**config.mk**
```make
export PLATFORM = sky130hd
export DESIGN_NAME = aux_edid_reply
export DESIGN_NICKNAME = d
export VERILOG_FILES = /design/src/rtl/aux_edid_pkg.sv /design/src/rtl/aux_req_decode.sv /design/src/rtl/edid_target_state.sv /design/src/rtl/aux_reg_bank.sv /design/src/rtl/aux_edid_reply.sv
export SDC_FILE = /design/constraint.sdc
export NUM_CORES = 1
export LEC_CHECK = 0
export ABC_AREA = 1
export CAP_MARGIN = 20
export CELL_PAD_IN_SITES_DETAIL_PLACEMENT = 1
export CELL_PAD_IN_SITES_GLOBAL_PLACEMENT = 1
export CORE_ASPECT_RATIO = 2
export CORE_UTILIZATION = 40
export DETAILED_ROUTE_END_ITERATION = 16
export PLACE_DENSITY_LB_ADDON = 0.1
export SKIP_CTS_REPAIR_TIMING = 1
export SYNTH_ARGS = -nofsm -noshare
export SYNTH_HDL_FRONTEND = slang
export SYNTH_SLANG_ARGS = --single-unit
```
**constraint.sdc**
```tcl
create_clock -name clk -period 7.8 [get_ports clk]
set_input_delay 1.95 -clock clk [delete_from_list [all_inputs] [get_ports clk]]
set_output_delay 1.95 -clock clk [all_outputs]
set_load 0.02 [all_outputs]
```
**src/rtl/aux_edid_pkg.sv**
```systemverilog
package aux_edid_pkg;

    localparam logic [7:0] OFS_CTL = 8'h10;
    localparam int NUM_REGS = 6;

    localparam int BUSY_BIT  = 31;
    localparam int DONE_BIT  = 30;
    localparam int SIZE_LSB  = 20;
    localparam int SIZE_W    = 5;

    localparam logic [3:0]  OP_MOT     = 4'h4;
    localparam logic [7:0]  ACK_CODE   = 8'h00;
    localparam logic [15:0] ROM_TARGET = 16'h0050;
    localparam logic [SIZE_W-1:0] LEN_ADDR_ONLY = 5'd3;
    localparam logic [SIZE_W-1:0] LEN_ONE_READ  = 5'd4;

    typedef enum logic [2:0] {
        SEL_CTL = 3'd0,
        SEL_D1  = 3'd1,
        SEL_D2  = 3'd2,
        SEL_D3  = 3'd3,
        SEL_D4  = 3'd4,
        SEL_D5  = 3'd5,
        SEL_NONE = 3'd7
    } reg_sel_e;

    typedef struct packed {
        logic              send;
        logic [SIZE_W-1:0] len;
        logic              is_read;
        logic              mot;
        logic [15:0]       addr;
    } aux_req_t;

    function automatic reg_sel_e map_offset(input logic [7:0] ofs);
        case (ofs)
            8'h10:   return SEL_CTL;
            8'h14:   return SEL_D1;
            8'h18:   return SEL_D2;
            8'h1C:   return SEL_D3;
            8'h20:   return SEL_D4;
            8'h24:   return SEL_D5;
            default: return SEL_NONE;
        endcase
    endfunction

endpackage

```
**src/rtl/aux_req_decode.sv**
```systemverilog
module aux_req_decode
    import aux_edid_pkg::*;
(
    input  logic        wr_en,
    input  logic [7:0]  wr_addr,
    input  logic [31:0] wr_data,
    input  logic [31:0] data1_q,
    output aux_req_t    req,
    output logic        store_en,
    output reg_sel_e    store_sel
);

    reg_sel_e sel;
    logic [3:0] opcode;

    always_comb begin
        sel    = map_offset(wr_addr);
        opcode = data1_q[31:28];

        req.send    = wr_en && (sel == SEL_CTL) && wr_data[BUSY_BIT];
        req.len     = wr_data[SIZE_LSB +: SIZE_W];
        req.is_read = opcode[0];
        req.mot     = (opcode & OP_MOT) != 4'h0;
        req.addr    = data1_q[23:8];

        store_en  = wr_en && (sel != SEL_CTL) && (sel != SEL_NONE);
        store_sel = sel;
    end

endmodule

```
**src/rtl/edid_target_state.sv**
```systemverilog
module edid_target_state
    import aux_edid_pkg::*;
#(
    parameter int ROM_BYTES = 128,
    parameter int PTR_W     = $clog2(ROM_BYTES + 1)
) (
    input  logic             clk,
    input  logic             rst,
    input  aux_req_t         req,
    input  logic             sink_ok,
    input  logic [7:0]       rom_byte,
    output logic [PTR_W-1:0] rom_idx,
    output logic             tgt_sel,
    output logic             data1_upd,
    output logic [31:0]      data1_new
);

    localparam logic [PTR_W-1:0] PTR_END = PTR_W'(ROM_BYTES);

    logic             avail;
    logic [PTR_W-1:0] ptr;
    logic             can_serve;
    logic             in_range;
    logic             addr_only;
    logic             read_one;
    logic             fetch;

    always_comb begin
        can_serve = avail && tgt_sel;
        in_range  = ptr < PTR_END;
        addr_only = req.send && (req.len == LEN_ADDR_ONLY);
        read_one  = req.send && !addr_only && req.is_read && (req.len == LEN_ONE_READ);
        fetch     = read_one && can_serve && in_range;

        data1_upd = 1'b0;
        data1_new = {ACK_CODE, 24'h0};
        if (addr_only) begin
            data1_upd = 1'b1;
        end else if (req.send && !req.is_read) begin
            data1_upd = 1'b1;
        end else if (read_one) begin
            data1_upd = 1'b1;
            if (!can_serve)
                data1_new[23:16] = 8'hFF;
            else if (in_range)
                data1_new[23:16] = rom_byte;
            else
                data1_new[23:16] = 8'h00;
        end
    end

    always_ff @(posedge clk) begin
        if (rst) begin
            tgt_sel <= 1'b0;
            avail   <= 1'b0;
            ptr     <= '0;
        end else if (addr_only) begin
            if (!req.mot || (req.addr == 16'h0)) begin
                tgt_sel <= 1'b0;
                avail   <= 1'b0;
                ptr     <= '0;
            end else if (req.addr == ROM_TARGET) begin
                tgt_sel <= 1'b1;
                avail   <= avail | sink_ok;
            end
        end else if (fetch) begin
            ptr <= ptr + 1'b1;
        end
    end

    assign rom_idx = ptr;

endmodule

```
**src/rtl/aux_reg_bank.sv**
```systemverilog
module aux_reg_bank
    import aux_edid_pkg::*;
(
    input  logic        clk,
    input  logic        rst,
    input  logic        store_en,
    input  reg_sel_e    store_sel,
    input  logic [31:0] store_data,
    input  logic        ctl_upd,
    input  logic [31:0] ctl_new,
    input  logic        data1_upd,
    input  logic [31:0] data1_new,
    input  logic [7:0]  rd_addr,
    output logic [31:0] rd_data,
    output logic [31:0] ctl_q,
    output logic [31:0] data1_q
);

    logic [31:0] regs [NUM_REGS];

    for (genvar i = 0; i < NUM_REGS; i++) begin : g_reg
        if (i == 0) begin : g_ctl
            always_ff @(posedge clk) begin
                if (rst)
                    regs[i] <= '0;
                else if (ctl_upd)
                    regs[i] <= ctl_new;
            end
        end else if (i == 1) begin : g_d1
            always_ff @(posedge clk) begin
                if (rst)
                    regs[i] <= '0;
                else if (data1_upd)
                    regs[i] <= data1_new;
                else if (store_en && (int'(store_sel) == i))
                    regs[i] <= store_data;
            end
        end else begin : g_plain
            always_ff @(posedge clk) begin
                if (rst)
                    regs[i] <= '0;
                else if (store_en && (int'(store_sel) == i))
                    regs[i] <= store_data;
            end
        end
    end

    reg_sel_e rsel;

    always_comb begin
        rsel = map_offset(rd_addr);
        if (rsel == SEL_NONE)
            rd_data = '0;
        else
            rd_data = regs[int'(rsel)];
    end

    assign ctl_q   = regs[0];
    assign data1_q = regs[1];

endmodule

```
**src/rtl/aux_edid_reply.sv**
```systemverilog
module aux_edid_reply
    import aux_edid_pkg::*;
#(
    parameter int ROM_BYTES = 128,
    localparam int PTR_W    = $clog2(ROM_BYTES + 1)
) (
    input  logic             clk,
    input  logic             rst,
    input  logic             wr_en,
    input  logic [7:0]       wr_addr,
    input  logic [31:0]      wr_data,
    input  logic [7:0]       rd_addr,
    output logic [31:0]      rd_data,
    input  logic             sink_ok,
    output logic [PTR_W-1:0] rom_idx,
    input  logic [7:0]       rom_byte
);

    aux_req_t    req;
    logic        store_en;
    reg_sel_e    store_sel;
    logic [31:0] ctl_q;
    logic [31:0] data1_q;
    logic [31:0] ctl_new;
    logic        data1_upd;
    logic [31:0] data1_new;
    logic        tgt_sel;

    aux_req_decode u_dec (
        .wr_en     (wr_en),
        .wr_addr   (wr_addr),
        .wr_data   (wr_data),
        .data1_q   (data1_q),
        .req       (req),
        .store_en  (store_en),
        .store_sel (store_sel)
    );

    edid_target_state #(
        .ROM_BYTES (ROM_BYTES),
        .PTR_W     (PTR_W)
    ) u_state (
        .clk       (clk),
        .rst       (rst),
        .req       (req),
        .sink_ok   (sink_ok),
        .rom_byte  (rom_byte),
        .rom_idx   (rom_idx),
        .tgt_sel   (tgt_sel),
        .data1_upd (data1_upd),
        .data1_new (data1_new)
    );

    always_comb begin
        ctl_new = '0;
        ctl_new[DONE_BIT] = 1'b1;
        ctl_new[SIZE_LSB +: SIZE_W] = req.is_read ? SIZE_W'(2) : SIZE_W'(1);
    end

    aux_reg_bank u_bank (
        .clk        (clk),
        .rst        (rst),
        .store_en   (store_en),
        .store_sel  (store_sel),
        .store_data (wr_data),
        .ctl_upd    (req.send),
        .ctl_new    (ctl_new),
        .data1_upd  (data1_upd),
        .data1_new  (data1_new),
        .rd_addr    (rd_addr),
        .rd_data    (rd_data),
        .ctl_q      (ctl_q),
        .data1_q    (data1_q)
    );

endmodule

```
* Yosys cells after proc, flatten, opt, wreduce, memory -nomap -nowiden
Memory sizes are Yosys's and may differ from the RTL's.
Index checks and enable logic that the tools add are counted.
** Storage, ports and cells
- Memories :: 1
- Logic and storage cells :: 115
- RAM bits :: 192
- Output and inout port bits :: 40
- Bits in registers :: 10
** Operators by class
- Multiplexer cells :: 50
- Magnitude comparators :: 1
- Bitwise gates (word level) :: 8
- Equal/unequal tests :: 23
- Add/subtract/negate cells :: 1
- Reduce and logical (&&, ||, !) cells :: 28
** Memories
- u_bank.regs :: depth 6, bits a word 32, rd ports 2, clocked after Yosys merged registers in 0, wr ports 6, RTL line aux_reg_bank.sv:19 : logic [31:0] regs [NUM_REGS];
** Operator list (number)
- 32-bit two-way mux :: 8
- 8-bit by 5-bit == test with 1-bit output (second input constant) :: 8
- 8-bit two-way mux :: 8
- 3-bit one-hot mux with 6 select lines :: 2
- 8-bit by 6-bit == test with 1-bit output (second input constant) :: 4
- 1-bit two-way mux :: 31
- 1-bit logical AND :: 17
- 16-bit by 7-bit == test with 1-bit output (second input constant) :: 1
- 16-bit logical NOT :: 1
- 3-bit == test (second input constant) :: 5
- 8-bit by 1-bit adder with 8-bit output (second input constant) :: 1
- 8-bit < comparator (second input constant) :: 1
- 1-bit bitwise OR :: 8
- 5-bit by 2-bit == test with 1-bit output (second input constant) :: 1
- 5-bit by 3-bit == test with 1-bit output (second input constant) :: 1
- 2-bit AND reduction :: 2
- 2-bit nonzero test :: 2
- 3-bit by 2-bit == test with 1-bit output (second input constant) :: 1
- 1-bit logical NOT :: 3
- 3-bit logical NOT :: 1
- 3-bit inequality test (second input constant) :: 1
- 3-bit nonzero test :: 1
- 2-bit two-way mux :: 1
- 2-bit inequality test (second input constant) :: 1
- 1-bit logical OR :: 1

* Logic depth before layout (Yosys ltp)
Gate-level depths: netlist of run 1.
- Depth in word-level cells :: 18
- Depth in mapped cells :: 11

* By module
Synthesis of run 1 repeated with hierarchy kept, for this count alone.
** Second synthesis, totals
- Cells, all modules :: 1320
- Area, all modules :: 11060.6 um^2
** By module, submodules not included
- aux_reg_bank :: cells each 1100, times used 1, area each 9723.1 um^2, sequential area each 5765.5 um^2
- edid_target_state :: cells each 149, times used 1, area each 944.7 um^2, sequential area each 200.2 um^2
- aux_req_decode :: cells each 68, times used 1, area each 381.6 um^2, sequential area each 0.0 um^2
- aux_edid_reply :: cells each 3, times used 1, area each 11.3 um^2, sequential area each 0.0 um^2

* Worst setup path after synthesis of run 1
Ideal clock, no wire load.
- Path type :: input-to-output
- From :: input port rd_addr[1]
- To :: output port rd_data[20]
- Slack :: 2.602 ns
- Buffers on the path :: 2
- Cell stages on the path :: 9
- Data required time :: 5.850 ns
- Data arrival time :: 3.248 ns
- Path through :: nor2_1 -> nand2_2 -> a21oi_4 -> nand2_2 -> buf_6 -> buf_2 -> a21oi_1 -> o21ai_1 -> a21oi_1
** Between the ends
- Cells in the longest elaborated chain, start to end :: 4
- Elaborated cells between the ends (all ways) :: 10
** RTL lines
- from (decl) :: RTL line aux_edid_reply.sv:12 : input logic [7:0] rd_addr,
- 8-bit by 6-bit == test with 1-bit output / 8-bit by 5-bit == test with 1-bit output (equally long branches) :: RTL line aux_edid_pkg.sv:36 : case (ofs)
- 3-bit one-hot mux with 6 select lines (*) :: RTL line aux_edid_pkg.sv:36
- memory 6 x 32 bit / 3-bit == test (equally long branches)
- 32-bit two-way mux (*) :: RTL line aux_reg_bank.sv:52 : if (rsel == SEL_NONE)
- to (decl) :: RTL line aux_edid_reply.sv:13 : output logic [31:0] rd_data,
Every way passes the cells marked *; elsewhere a longest branch is shown, timed or not.

* Worst setup path in the final report of run 1
- From :: input port rd_addr[4]
- To :: output port rd_data[17]
The elaborated chain is that of the path after synthesis.

==> impl_metrics.env, run 1 <==
export IMPL_status="finished clean"
export IMPL_period_needed_ps=6900
export IMPL_clkTransAtPathRegs_ps=60
export IMPL_grt_max_degree=93
export IMPL_finalHoldViolations=0
export IMPL_synthesis_nets=1006
export IMPL_synthesis_area_um2=8640
export IMPL_dr_total_vias=6809
export IMPL_die_w_um=106
export IMPL_hold_class="reg2reg"
export IMPL_dp_hpwl_um=15800
export IMPL_min_period_over_period=0.885
export IMPL_ios=100
export IMPL_dr_pass1_iters=4
export IMPL_wl_per_cell_um=18.9
export IMPL_routabilityCongestion=0.773
export IMPL_diodes=0
export IMPL_final_cell_mix="203 x nand2_1, 199 x nor2_1, 163 x edfxtp_1"
export IMPL_startpoint_type="input port"
export IMPL_synth_seq_area_share=0.590
export IMPL_rsz0062_at_grt="false"
export IMPL_die_h_um=210
export IMPL_maxCapViolCount=0
export IMPL_p_total_w=0.00205
export IMPL_nNetsFinal=1092
export IMPL_cts_tree="built"
export IMPL_numClockSinks=173
export IMPL_drt_vias_per_instance=5.19
export IMPL_grt_antenna_before_repair=0
export IMPL_synthArstFlopShare=0
export IMPL_synth_edff_count=163
export IMPL_synth_top_flop_cell="edfxtp_1"
export IMPL_cts_buffers=17
export IMPL_root_buffer="clkbuf_16"
export IMPL_clock_latency_ps=430
export IMPL_drt_initial_drc_count=211
export IMPL_ys_types=38
export IMPL_path_class="in2out"
export IMPL_tightest_slew_ps=1060
export IMPL_crit_fanout=19
export IMPL_synth_warnings=0
export IMPL_final_util=0.496
export IMPL_power_density_nw_per_um2=196
export IMPL_synth_seq_cells=173
export IMPL_p_leak_nw=4.35
export IMPL_placementRows=75
export IMPL_drt_wl_total_um=24800
export IMPL_grtUsageTotal=0.233
export IMPL_ant_nets=0
export IMPL_setup_viol_count_final=0
export IMPL_layout_setup_ws_ps=896
export IMPL_drv_slew=0
export IMPL_fillers=2439
export IMPL_initial_core_util=0.409
export IMPL_finalClockSkew_ps=6.37
export IMPL_cp_required_ps=5850
export IMPL_grt_pass1_wl_um=38500
export IMPL_drc=0
export IMPL_htree_num_levels=4
export IMPL_crit_path_end_kind="output port"
export IMPL_layout_drive_gt1_share=0.0939
export IMPL_relSlewSlack=0.296
export IMPL_syn_area_per_cell_um2=9.14
export IMPL_areaGrowthSynthToFinish_pct=21.3
export IMPL_fmax_mhz=145
export IMPL_clk_path_buf_depth=2
export IMPL_layout_commonest_cell="nand2_1"
export IMPL_peakVddDrop_uv=152
export IMPL_crit_arrival_ps=4950
export IMPL_tns_ps=0
export IMPL_dieArea_um2=22200
export IMPL_overflow=0
export IMPL_grt_pass1_vias=7342
export IMPL_netlist_instances=945
export IMPL_portBuffers=99
export IMPL_core_um2=21100
export IMPL_pre_cts_ws_ps=856
cells in the mapped netlist (4+ instances only):
cell type	number	area [um^2]
a21oi_1	56	280
buf_2	27	135
clkbuf_1	13	48.8
dfxtp_1	10	200
edfxtp_1	163	4890
inv_1	98	368
inv_2	7	26.3
nand2_1	204	766
nand2_2	4	25.0
nand3_1	64	320
nand4_1	4	25.0
nor2_1	200	751
nor2_4	24	270
o211ai_1	11	82.6
o21ai_0	13	65.1
o21ai_1	18	90.1
critical path, cell delays in order:
cell,delay [ps]
clkdlybuf4s50_1,490
nand2_1,150
nor2_4,280
clkinv_1,700
buf_4,440
nand3_1,90
nand2_1,50
a21oi_1,160
clkdlybuf4s50_1,630
metal layers:
metal / up-vias / GRT usage / routed length, um
li1: 3242 / - / -
met3: 47 / 0.0391 / 840
met1: 3368 / 0.231 / 8850
met5: - / 0 / 0
met2: 152 / 0.463 / 14300
met4: 0 / 0.0987 / 748
state kept, by name (all words and copies together), names as in the netlist:
name and flops:
u_state.tgt_sel 1, u_bank.regs 163, u_state.rom_idx 8, u_state.avail 1
per-stage QoR:
step	instances	area (um^2)	hold slack, ps
global route	1313	10500	482
global placement	1281	9880	449
finish	1313	10500	466
CTS	1313	10500	467
floorplan	945	8640	439
detailed placement	1281	9880	457
cell type report:
class / instances / area [um^2] / share of cell area
sequential: 173 / 5090 / 0.486
multi-input combinational: 621 / 2920 / 0.279
timing repair buffer: 113 / 1130 / 0.108
clock buffer: 25 / 549 / 0.0524
inverter: 105 / 394 / 0.0376
tap: 269 / 337 / 0.0321
clock inverter: 7 / 45.0 / 0.00430
power by group:
part | switching, W | internal (W)
clock network | 0.000352 | 0.000491
registers | 0.0000148 | 0.00106
logic | 0.0000869 | 0.0000513
final timing paths:
check / start / to / slack [ps] / depth (start not counted)
setup / recovery: rd_addr[4] / rd_data[17] / 900 / 9
hold / removal: u_state.tgt_sel$_SDFFE_PP0P_ / u_state.tgt_sel$_SDFFE_PP0P_ / 470 / 2
setup reg to reg: u_bank.regs[1][28]$_SDFFCE_PN0P_ / u_bank.regs[1][3]$_SDFFCE_PN0P_ / 5640 / 7
hold reg to reg: u_state.tgt_sel$_SDFFE_PP0P_ / u_state.tgt_sel$_SDFFE_PP0P_ / 470 / 2
cells by family (layout without fill, tap and decap cells):
family | count (synthesis) | count (layout) | synth area share
compound gates | 103 | 103 | 0.0655
xor+xnor | 2 | 2 | 0.00203
fa+ha+maj | 1 | 1 | 0.00145
buf+inv | 151 | 250 | 0.0750
flops | 173 | 173 | 0.590
simple gates | 515 | 515 | 0.266
(Power assumes the default switching activity.)
==> inputs of run 2 (changes only) <==
--- a/config.mk
+++ b/config.mk
@@ -12,7 +12,7 @@
 export CORE_ASPECT_RATIO = 2
 export CORE_UTILIZATION = 40
 export DETAILED_ROUTE_END_ITERATION = 16
-export PLACE_DENSITY_LB_ADDON = 0.1
+export PLACE_DENSITY = 0.76
 export SKIP_CTS_REPAIR_TIMING = 1
 export SYNTH_ARGS = -nofsm -noshare
 export SYNTH_HDL_FRONTEND = slang
==> run 2 against run 1 <==
Compared with the run above: sequential share of layout area rose by 0.29 points; sequential power barely moved; power fell by 1.1%; worst setup slack improved by 170 ps; hold slack improved by 1.0 ps; highest routed layer unchanged; final cell count fell by 0.15%; sequential cell count did not move; routed wire length fell by 2.5%; clock-buffer cell count did not move; maximum frequency rose by 2.6%.
==> impl_metrics.env, run 2 (synthesis gave the netlist of run 1 again) <==
export IMPL_final_util=0.493
export IMPL_highest_layer="met4"
export IMPL_ios=100
export IMPL_wl_per_cell_um=18.4
export IMPL_areaGrowthSynthToFinish_pct=20.6
export IMPL_crit_fanout=24
export IMPL_min_period_over_period=0.863
export IMPL_die_w_um=106
export IMPL_relSlewSlack=0.335
export IMPL_numClockSinks=173
export IMPL_dr_pass1_iters=4
export IMPL_power_density_nw_per_um2=195
export IMPL_dr_wl_met2_um=13800
export IMPL_maxCapViolCount=0
export IMPL_root_buffer="clkbuf_16"
export IMPL_drc=0
export IMPL_nNetsFinal=1090
export IMPL_hold_class="reg2reg"
export IMPL_drt_vias_per_instance=5.20
export IMPL_largest_reg_flops=163
export IMPL_overflow=0
export IMPL_htree_num_levels=4
export IMPL_clock_latency_ps=430
export IMPL_met3WireLength_um=695
export IMPL_wl_met1_um=8810
export IMPL_ant_nets=0
export IMPL_tns_ps=0
export IMPL_rsz0062_at_grt="false"
export IMPL_clk_path_buf_depth=2
export IMPL_cts_tree="built"
export IMPL_fmax_mhz=149
export IMPL_grt_antenna_before_repair=0
export IMPL_p_leak_nw=4.32
export IMPL_final_cell_mix="203 x nand2_1, 199 x nor2_1, 163 x edfxtp_1"
export IMPL_grt_pass1_wl_um=38200
export IMPL_dr_total_vias=6818
export IMPL_dieArea_um2=22200
export IMPL_finalHoldViolations=0
export IMPL_r2r_slack_ps=5640
export IMPL_placementRows=75
export IMPL_drv_slew=0
export IMPL_initial_core_util=0.409
export IMPL_tightest_slew_ps=997
export IMPL_status="finished clean"
export IMPL_layout_commonest_cell="nand2_1"
export IMPL_crit_arrival_ps=4780
export IMPL_startpoint_type="input port"
export IMPL_setup_viol_count_final=0
export IMPL_crit_path_end_kind="output port"
export IMPL_grt_pass1_vias=7315
export IMPL_cts_buffers=17
export IMPL_grtUsageTotal=0.230
export IMPL_grt_max_degree=93
export IMPL_core_um2=21100
export IMPL_diodes=0
export IMPL_finalClockSkew_ps=8.43
export IMPL_period_needed_ps=6730
export IMPL_die_h_um=210
export IMPL_clkTransAtPathRegs_ps=70
export IMPL_peakVddDrop_uv=141
export IMPL_drt_initial_drc_count=276
export IMPL_drt_wl_total_um=24200
export IMPL_path_class="in2out"
export IMPL_cp_required_ps=5850
export IMPL_largest_register="u_bank.regs"
export IMPL_layout_drive_gt1_share=0.0912
export IMPL_routabilityCongestion=0.827
export IMPL_portBuffers=99
export IMPL_dp_hpwl_um=15600
[run 2: cell types whose count changed in the layout (fill, tap and decap cells not counted)]
cell / before / now
clkinv_2: 3 / 1
clkbuf_1: 2 / 3
inv_6: 1 / 0
inv_4: 2 / 5
buf_12: 3 / 1
clkbuf_16: 20 / 19
clkinv_1: 1 / 0
inv_1: 97 / 98
[run 2: final cells by class]
| class | instances | area, um^2 |
|---|---|---|
| clock buffer | 25 | 528 |
| clock inverter | 7 | 45.0 |
| fill | 2458 | 10700 |
| inverter | 105 | 394 |
| multi-input combinational | 621 | 2920 |
| sequential | 173 | 5090 |
| tap | 269 | 337 |
| timing repair buffer | 111 | 1090 |
[run 2: path summary, 6_finish.rpt]
| check | from | endpoint | depth (start not counted) |
|---|---|---|---|
| setup / recovery | rd_addr[4] | rd_data[11] | 10 |
| hold / removal | u_state.tgt_sel$_SDFFE_PP0P_ | u_state.tgt_sel$_SDFFE_PP0P_ | 2 |
| setup reg to reg | u_bank.regs[1][28]$_SDFFCE_PN0P_ | u_bank.regs[1][1]$_SDFFCE_PN0P_ | 7 |
| hold reg to reg | u_state.tgt_sel$_SDFFE_PP0P_ | u_state.tgt_sel$_SDFFE_PP0P_ | 2 |
[run 2: where the power goes]
group          switching [W]  internal (W)  total [W]
combinational      0.0000871     0.0000509   0.000138
clock               0.000351      0.000473   0.000823
sequential         0.0000141       0.00106    0.00107
[run 2: routing by layer]
metal	vias up	track usage
met4	0	0.108
met2	160	0.447
met1	3383	0.236
li1	3237	-
met5	-	0
met3	38	0.0332
[run 2: worst max-delay path, stage by stage]
cell             delay, ps
clkdlybuf4s50_1        530
nand2_1                160
nor2_4                 280
nand2_1                130
nand2_2                450
nand2_1                130
o21ai_0                200
nand2_1                 90
nor2_1                 190
clkdlybuf4s50_1        650
[run 2: metrics by stage]
stage / instance area, um^2 / setup slack (ps) / instances / hold WS [ps] / total power (W)
finish: 10400 / 1070 / 1311 / 467 / 0.00203
global route: 10400 / 861 / 1311 / 487 / 0.00209
CTS: 10400 / 1040 / 1311 / 470 / 0.00205
detailed placement: 9840 / 1050 / 1279 / 460 / 0.00123
global placement: 9840 / 1070 / 1279 / 448 / 0.00122
floorplan: 8640 / 2600 / 945 / 439 / 0.00116
==> inputs of run 3 (changes only) <==
--- a/config.mk
+++ b/config.mk
@@ -6,7 +6,7 @@
 export NUM_CORES = 1
 export LEC_CHECK = 0
 export ABC_AREA = 1
-export CAP_MARGIN = 20
+export ABC_CLOCK_PERIOD_IN_PS = 7800
 export CELL_PAD_IN_SITES_DETAIL_PLACEMENT = 1
 export CELL_PAD_IN_SITES_GLOBAL_PLACEMENT = 1
 export CORE_ASPECT_RATIO = 2
==> results of run 3 <==
Final layout, timing and power as in run 2 (identical DEF).
